$ cat src/rtl/ddc_pkg.sv
package ddc_pkg;
  typedef enum logic [2:0] {
    ST_IDLE,
    ST_RX,
    ST_ACK,
    ST_TX,
    ST_TXACK
  } bus_st_t;

  typedef enum logic [1:0] {
    K_DEV,
    K_WADDR,
    K_WDATA,
    K_READ
  } byte_kind_t;
endpackage

$ cat src/rtl/ddc_bus_edges.sv
module ddc_bus_edges (
  input  logic clk,
  input  logic rst_n,
  input  logic scl_i,
  input  logic sda_i,
  output logic start_o,
  output logic stop_o,
  output logic rise_o,
  output logic fall_o
);
  logic scl_q, sda_q;

  always_ff @(posedge clk) begin
    if (!rst_n) begin
      scl_q <= 1'b1;
      sda_q <= 1'b1;
    end else begin
      scl_q <= scl_i;
      sda_q <= sda_i;
    end
  end

  assign start_o = scl_q & scl_i & sda_q & ~sda_i;
  assign stop_o  = scl_q & scl_i & ~sda_q & sda_i;
  assign rise_o  = ~scl_q & scl_i;
  assign fall_o  = scl_q & ~scl_i;
endmodule

$ cat src/rtl/ddc_page_buf.sv
module ddc_page_buf #(
  parameter int PAGE_BYTES = 16,
  parameter int PAGE_CNT   = 8,
  localparam int PW = $clog2(PAGE_BYTES),
  localparam int GW = $clog2(PAGE_CNT)
) (
  input  logic          clk,
  input  logic          rst_n,
  input  logic          clear_i,
  input  logic          wr_i,
  input  logic [PW-1:0] wr_off_i,
  input  logic [GW-1:0] wr_page_i,
  input  logic [7:0]    wr_data_i,
  input  logic [PW-1:0] rd_off_i,
  output logic [7:0]    rd_data_o,
  output logic          rd_valid_o,
  output logic          any_valid_o,
  output logic [GW-1:0] page_o
);
  logic [7:0]            slot [PAGE_BYTES];
  logic [PAGE_BYTES-1:0] occ;

  always_ff @(posedge clk) begin
    if (!rst_n) begin
      occ    <= '0;
      page_o <= '0;
    end else if (clear_i) begin
      occ <= '0;
    end else if (wr_i) begin
      occ[wr_off_i] <= 1'b1;
      page_o        <= wr_page_i;
    end
  end

  always_ff @(posedge clk) begin
    if (wr_i) slot[wr_off_i] <= wr_data_i;
  end

  assign rd_data_o   = slot[rd_off_i];
  assign rd_valid_o  = occ[rd_off_i];
  assign any_valid_o = |occ;
endmodule

$ cat src/rtl/ddc_commit.sv
module ddc_commit #(
  parameter int PAGE_BYTES = 16,
  parameter int PAGE_CNT   = 8,
  parameter int WR_CYCLES  = 1000,
  localparam int PW = $clog2(PAGE_BYTES),
  localparam int GW = $clog2(PAGE_CNT),
  localparam int CW = $clog2(WR_CYCLES + 1)
) (
  input  logic             clk,
  input  logic             rst_n,
  input  logic             go_i,
  input  logic [GW-1:0]    page_i,
  input  logic [7:0]       rd_data_i,
  input  logic             rd_valid_i,
  output logic [PW-1:0]    rd_off_o,
  output logic             busy_o,
  output logic             done_o,
  output logic             wr_valid_o,
  output logic [GW+PW-1:0] wr_addr_o,
  output logic [7:0]       wr_data_o
);
  logic [CW-1:0] cnt;

  always_ff @(posedge clk) begin
    if (!rst_n) begin
      busy_o <= 1'b0;
      cnt    <= '0;
    end else if (!busy_o) begin
      if (go_i) begin
        busy_o <= 1'b1;
        cnt    <= '0;
      end
    end else if (cnt == CW'(WR_CYCLES - 1)) begin
      busy_o <= 1'b0;
    end else begin
      cnt <= cnt + 1'b1;
    end
  end

  assign done_o     = busy_o && (cnt == CW'(WR_CYCLES - 1));
  assign rd_off_o   = cnt[PW-1:0];
  assign wr_valid_o = busy_o && (cnt < CW'(PAGE_BYTES)) && rd_valid_i;
  assign wr_addr_o  = {page_i, cnt[PW-1:0]};
  assign wr_data_o  = rd_data_i;


  page_stable_chk: assert property (@(posedge clk) disable iff (!rst_n)
    (wr_valid_o && $past(wr_valid_o)) |-> (wr_addr_o[GW+PW-1:PW] == $past(wr_addr_o[GW+PW-1:PW])));
endmodule

$ cat src/rtl/ddc_eeprom_bidir.sv
module ddc_eeprom_bidir #(
  parameter int          MEM_DEPTH  = 128,
  parameter int          PAGE_BYTES = 16,
  parameter int          WR_CYCLES  = 1000,
  parameter logic [3:0]  DEV_ID     = 4'b1010,
  localparam int AW = $clog2(MEM_DEPTH),
  localparam int PW = $clog2(PAGE_BYTES),
  localparam int GW = AW - PW
) (
  input  logic          clk,
  input  logic          rst_n,
  input  logic          scl_i,
  input  logic          sda_i,
  input  logic          wr_en_i,
  input  logic          bidir_i,
  output logic          sda_drive_low_o,
  output logic          mem_wr_valid_o,
  output logic [AW-1:0] mem_wr_addr_o,
  output logic [7:0]    mem_wr_data_o
);
  import ddc_pkg::*;

  logic start_det, stop_det, rise, fall;
  bus_st_t    state;
  byte_kind_t kind;
  logic [3:0]    bitcnt;
  logic [7:0]    shreg;
  logic [AW-1:0] addr;
  logic          mack;
  logic [7:0]    mem [MEM_DEPTH];

  logic          buf_wr, buf_clr, any_valid, rd_valid, busy, done, commit_go;
  logic [PW-1:0] rd_off;
  logic [GW-1:0] page;
  logic [7:0]    rd_data;

  ddc_bus_edges u_edges (
    .clk(clk), .rst_n(rst_n), .scl_i(scl_i), .sda_i(sda_i),
    .start_o(start_det), .stop_o(stop_det), .rise_o(rise), .fall_o(fall)
  );

  ddc_page_buf #(.PAGE_BYTES(PAGE_BYTES), .PAGE_CNT(1 << GW)) u_buf (
    .clk(clk), .rst_n(rst_n), .clear_i(buf_clr), .wr_i(buf_wr),
    .wr_off_i(addr[PW-1:0]), .wr_page_i(addr[AW-1:PW]), .wr_data_i(shreg),
    .rd_off_i(rd_off), .rd_data_o(rd_data), .rd_valid_o(rd_valid),
    .any_valid_o(any_valid), .page_o(page)
  );

  ddc_commit #(.PAGE_BYTES(PAGE_BYTES), .PAGE_CNT(1 << GW), .WR_CYCLES(WR_CYCLES)) u_commit (
    .clk(clk), .rst_n(rst_n), .go_i(commit_go), .page_i(page),
    .rd_data_i(rd_data), .rd_valid_i(rd_valid), .rd_off_o(rd_off),
    .busy_o(busy), .done_o(done), .wr_valid_o(mem_wr_valid_o),
    .wr_addr_o(mem_wr_addr_o), .wr_data_o(mem_wr_data_o)
  );

  // bus-side strobes into the buffer and the commit engine
  logic bus_live;
  assign bus_live  = bidir_i && !start_det && !stop_det;
  assign buf_wr    = bus_live && state == ST_RX && fall && bitcnt == 4'd8 && kind == K_WDATA;
  assign commit_go = bidir_i && stop_det && any_valid && !busy && wr_en_i;
  assign buf_clr   = done || (bidir_i && !busy && (start_det || (stop_det && !wr_en_i)));

  always_ff @(posedge clk) begin
    if (!rst_n) begin
      for (int i = 0; i < MEM_DEPTH; i++) mem[i] <= '0;
    end else if (mem_wr_valid_o) begin
      mem[mem_wr_addr_o] <= mem_wr_data_o;
    end
  end

  always_ff @(posedge clk) begin
    if (!rst_n) begin
      state           <= ST_IDLE;
      kind            <= K_DEV;
      bitcnt          <= '0;
      shreg           <= '0;
      addr            <= '0;
      mack            <= 1'b0;
      sda_drive_low_o <= 1'b0;
    end else if (!bidir_i) begin
      state           <= ST_IDLE;
      bitcnt          <= '0;
      sda_drive_low_o <= 1'b0;
    end else if (start_det) begin
      state           <= ST_RX;
      kind            <= K_DEV;
      bitcnt          <= '0;
      sda_drive_low_o <= 1'b0;
    end else if (stop_det) begin
      state           <= ST_IDLE;
      sda_drive_low_o <= 1'b0;
    end else begin
      unique case (state)
        ST_RX: begin
          if (rise && bitcnt < 4'd8) begin
            shreg  <= {shreg[6:0], sda_i};
            bitcnt <= bitcnt + 1'b1;
          end else if (fall && bitcnt == 4'd8) begin
            unique case (kind)
              K_DEV: begin
                if (shreg[7:4] == DEV_ID && !busy) begin
                  sda_drive_low_o <= 1'b1;
                  state           <= ST_ACK;
                  kind            <= shreg[0] ? K_READ : K_WADDR;
                end else begin
                  state <= ST_IDLE;
                end
              end
              K_WADDR: begin
                addr            <= shreg[AW-1:0];
                kind            <= K_WDATA;
                sda_drive_low_o <= 1'b1;
                state           <= ST_ACK;
              end
              K_WDATA: begin
                addr            <= {addr[AW-1:PW], PW'(addr[PW-1:0] + 1'b1)};
                sda_drive_low_o <= 1'b1;
                state           <= ST_ACK;
              end
              default: state <= ST_IDLE;
            endcase
          end
        end
        ST_ACK: begin
          if (fall) begin
            bitcnt <= '0;
            if (kind == K_READ) begin
              state           <= ST_TX;
              shreg           <= mem[addr];
              sda_drive_low_o <= ~mem[addr][7];
            end else begin
              state           <= ST_RX;
              sda_drive_low_o <= 1'b0;
            end
          end
        end
        ST_TX: begin
          if (rise) begin
            bitcnt <= bitcnt + 1'b1;
          end else if (fall) begin
            if (bitcnt < 4'd8) begin
              shreg           <= {shreg[6:0], 1'b0};
              sda_drive_low_o <= ~shreg[6];
            end else begin
              sda_drive_low_o <= 1'b0;
              addr            <= addr + 1'b1;
              state           <= ST_TXACK;
            end
          end
        end
        ST_TXACK: begin
          if (rise) begin
            mack <= ~sda_i;
          end else if (fall) begin
            if (mack) begin
              state           <= ST_TX;
              bitcnt          <= '0;
              shreg           <= mem[addr];
              sda_drive_low_o <= ~mem[addr][7];
            end else begin
              state <= ST_IDLE;
            end
          end
        end
        default: state <= ST_IDLE;
      endcase
    end
  end


  drive_rise_chk: assert property (@(posedge clk) disable iff (!rst_n)
    $rose(sda_drive_low_o) |-> !scl_i);


  mode_release_chk: assert property (@(posedge clk) disable iff (!rst_n)
    !bidir_i |=> !sda_drive_low_o);


  busy_after_stop_chk: assert property (@(posedge clk) disable iff (!rst_n)
    $rose(busy) |-> $past(stop_det));


  no_ack_busy_chk: assert property (@(posedge clk) disable iff (!rst_n)
    busy |-> state != ST_ACK);
endmodule

$ cat config.mk
export PLATFORM = sky130hd
export DESIGN_NAME = ddc_eeprom_bidir
export DESIGN_NICKNAME = d
export VERILOG_FILES = /design/src/rtl/ddc_pkg.sv /design/src/rtl/ddc_bus_edges.sv /design/src/rtl/ddc_page_buf.sv /design/src/rtl/ddc_commit.sv /design/src/rtl/ddc_eeprom_bidir.sv
export SDC_FILE = /design/constraint.sdc
export NUM_CORES = 2
export LEC_CHECK = 0
export BUFFER_PORTS_ARGS = -buffer_cell sky130_fd_sc_hd__buf_2
export CORE_ASPECT_RATIO = 0.75
export CORE_MARGIN = 5
export CORE_UTILIZATION = 57
export DETAILED_ROUTE_END_ITERATION = 6
export PLACE_DENSITY = 0.77
export SLEW_MARGIN = 10
export SYNTH_ARGS = -nofsm -noshare
export SYNTH_HDL_FRONTEND = slang
export SYNTH_SLANG_ARGS = --single-unit
export TNS_END_PERCENT = 1
$ cat constraint.sdc
create_clock -name clk -period 2.9 [get_ports clk]
set_input_delay 0.29 -clock clk [delete_from_list [all_inputs] [get_ports clk]]
set_output_delay 0.29 -clock clk [all_outputs]
set_load 0.02 [all_outputs]
==> impl_metrics.json <==
{
  "outcome": "finished with violations",
  "violations": "DRC, setup timing",
  "final_max_slew_viol_count": 0,
  "grt_pass1_wl_um": 234000,
  "async_flop_share_pct": 0,
  "grt_max_degree": 69,
  "synth-main-ff-cell": "edfxtp_1",
  "area_growth_pct": 15.2,
  "fin_util_pct": 66.4,
  "drive_gt1_share_pct": 24.8,
  "yosysTopAreaCellShare_pct": 64.1,
  "yosys.area.top_type": "edfxtp_1",
  "clk_latency_ns": 0.74,
  "htree_levels": 3,
  "cts_tree": "done",
  "finalHoldViolations": 0,
  "timing.max_cap.violations": 0,
  "synth.distinct_cells": 82,
  "gp_congestion": 0.984,
  "min_to": "u_edges.sda_q$_SDFF_PN1_",
  "min_path_type": "primary input to register",
  "tightest_slew_ns": 1.36,
  "die-area_um2": 101000,
  "cts.sinks": 1214,
  "syn_area_per_cell_um2": 13.9,
  "initial_utilization_pct": 57.6,
  "grt.total_usage_pct": 31.4,
  "seq_area_frac_synth_pct": 66.4,
  "p_leak_nw": 19.8,
  "reg2reg_slack_ns": -0.07,
  "powerDensity_nw_per_um2": 573,
  "grt_overflow": 0,
  "synth_area_leaders": "edfxtp_1, mux4_2, nor2_1",
  "die_x_um": 365,
  "finalCriticalPeriod_ns": 3.07,
  "totalPowerFinal_mw": 35.7,
  "slew_headroom_pct": 8.37,
  "first_global_vias": 35692,
  "synth_cells": 3878,
  "fin_ws_ns": -0.173,
  "mostFrequentLayoutCell": "edfxtp_1",
  "chipHeight_um": 277,
  "syn-num-nets": 3895,
  "peakVddDrop_v": 0.000520,
  "start_kind": "register",
  "dr.pass1.iters": 7,
  "antenna_found_initial": 8,
  "max_clock_freq_ghz": 0.325,
  "cts_buffer_depth": 3,
  "io_buffers": 22,
  "crit_type": "register to output port",
  "crit_fanout": 6,
  "synth.cell_area_um2": 54000,
  "placementRows": 97,
  "worstHoldStart": "rst_n",
  "io_pins": 23,
  "rsz0062_at_grt": "true",
  "vias": 36584,
  "place_worst_setup_slack_ns": -0.0753,
  "drt_iter0_drc": 6164,
  "cp_data_required_time_ns": 2.61,
  "yosys_warnings": 0,
  "min_path_cells": 3,
  "final_antenna_net_count": 0,
  "core-area_um2": 93700,
  "setup_violations": 10,
  "post_drt_wl_per_cell_um": 28.5,
  "numCtsBuffers": 110,
  "dp_hpwl_um": 104000,
  "worstReg2RegStart": "addr[2]$_SDFFE_PN0P_",
  "fin_nets": 4224,
  "routed_wl_um": 158000,
  "worstPathArrival_ns": 2.78,
  "clock_skew_ns": 0.0327,
  "r2r-end": "shreg[0]$_SDFFE_PN0P_",
  "cts_root_buf": "clkbuf_16",
  "worstSetupEndpointType": "output port",
  "finalCritPeriodShare_pct": 106,
  "synth_edf_count": 1152,
  "ys_ff_latch": 1214,
  "drc": 1,
  "final_cell_mix": "edfxtp_1, nor2_1, buf_4",
  "r2r_cells": 8,
  "viasPerCell": 6.61,
  "clkTransAtPathRegs_ns": 0.06
}
[synth_stat cells, types with 26 or more instances]
master	instances
mux4_2	236
nand2_1	179
and3_1	26
a21oi_1	54
edfxtp_1	1152
nor2_1	1105
nor3_1	31
o21ai_0	141
buf_4	38
clkbuf_1	93
o22ai_1	45
buf_2	88
nand2_2	67
dfxtp_1	62
buf_6	41
mux2i_1	113
[how the worst max path moves through the flow]
stage	startpoint	to	slack, ns
finish	register	mem_wr_data_o[2]	-0.17
global route	register	mem_wr_data_o[3]	-0.24
CTS	register	mem_wr_data_o[6]	-0.25
detailed placement	u_commit.cnt[2]$_SDFFE_PN0P_	mem[87][6]$_SDFFCE_PN0P_	-0.08
global placement	u_commit.cnt[2]$_SDFFE_PN0P_	mem[87][6]$_SDFFCE_PN0P_	-0.09
floorplan	u_commit.cnt[2]$_SDFFE_PN0P_	mem[88][0]$_SDFFCE_PN0P_	0.08
[stage by stage]
step / hold slack [ns] / area [um^2] / std cells / setup TNS (ns)
after floorplan: 0.391 / 54000 / 3878 / 0
after global placement: 0.471 / 58000 / 5298 / -1.51
after detailed placement: 0.490 / 58000 / 5298 / -0.761
after CTS: 0.000657 / 62000 / 5528 / -1.69
after global routing: 0.0336 / 62200 / 5536 / -2.61
final: 0.0318 / 62200 / 5538 / -1.21
[metal layers]
metal | GRT usage (%) | share of wire, % | up-vias
met5 | 0 | 0.14 | -
met4 | 11.1 | 4.2 | 10
met3 | 12.3 | 17 | 502
met2 | 44.6 | 43 | 3054
met1 | 44.5 | 35 | 17927
li1 | - | - | 15091
[flip-flops by register name, indices dropped and copies added (netlist names), named ones only]
register and count:
u_buf.slot 128, u_edges.scl_q 1, kind 2, state 3, addr 7, shreg 8
mem 1024, u_buf.occ 16, u_edges.sda_q 1, u_buf.page_o 3, bitcnt 4, sda_drive_low_o 1
u_commit.busy_o 1, u_commit.cnt 10, mack 1
[worst max-delay path: stages (launching register included)]
cell	delay [ns]
dfxtp_4	0.39
buf_6	0.14
buf_16	0.14
mux4_2	0.52
mux2_4	0.29
o21ai_4	0.20
inv_2	0.07
buf_12	0.16
buf_8	0.13
[logic make-up after synthesis]
group | after synthesis | synth area share, %
AND/OR/NAND/NOR | 1559 | 12.3
AO/OA/AOI/OAI | 408 | 4.96
adder cells (fa/ha/maj) | 11 | 0.255
buffers and inverters | 305 | 3.36
flip-flops | 1214 | 66.4
multiplexers | 372 | 12.6
XOR/XNOR | 9 | 0.146
[final cells by class]
cell class	count	area, um^2
tap	1237	1550
antenna	3	7.51
multi-input combinational	2359	16700
clock inverter	58	542
fill	6339	31500
clock buffer	145	3000
timing repair buffer	495	4480
sequential	1214	35900
inverter	27	126
[power breakdown]
group | internal [mW] | switching, mW
logic | 0.432 | 0.631
registers | 19.8 | 0.232
clock network | 7.99 | 6.58
[repair_timing]
action,CTS,global route
gates resized for setup,58,61
endpoints found under the hold margin,7,0
gates cloned,3,0
hold buffers,4,0
setup buffers,22,7
pin swaps,8,10
setup endpoints to repair,33,382
(Power assumes the default switching activity.)
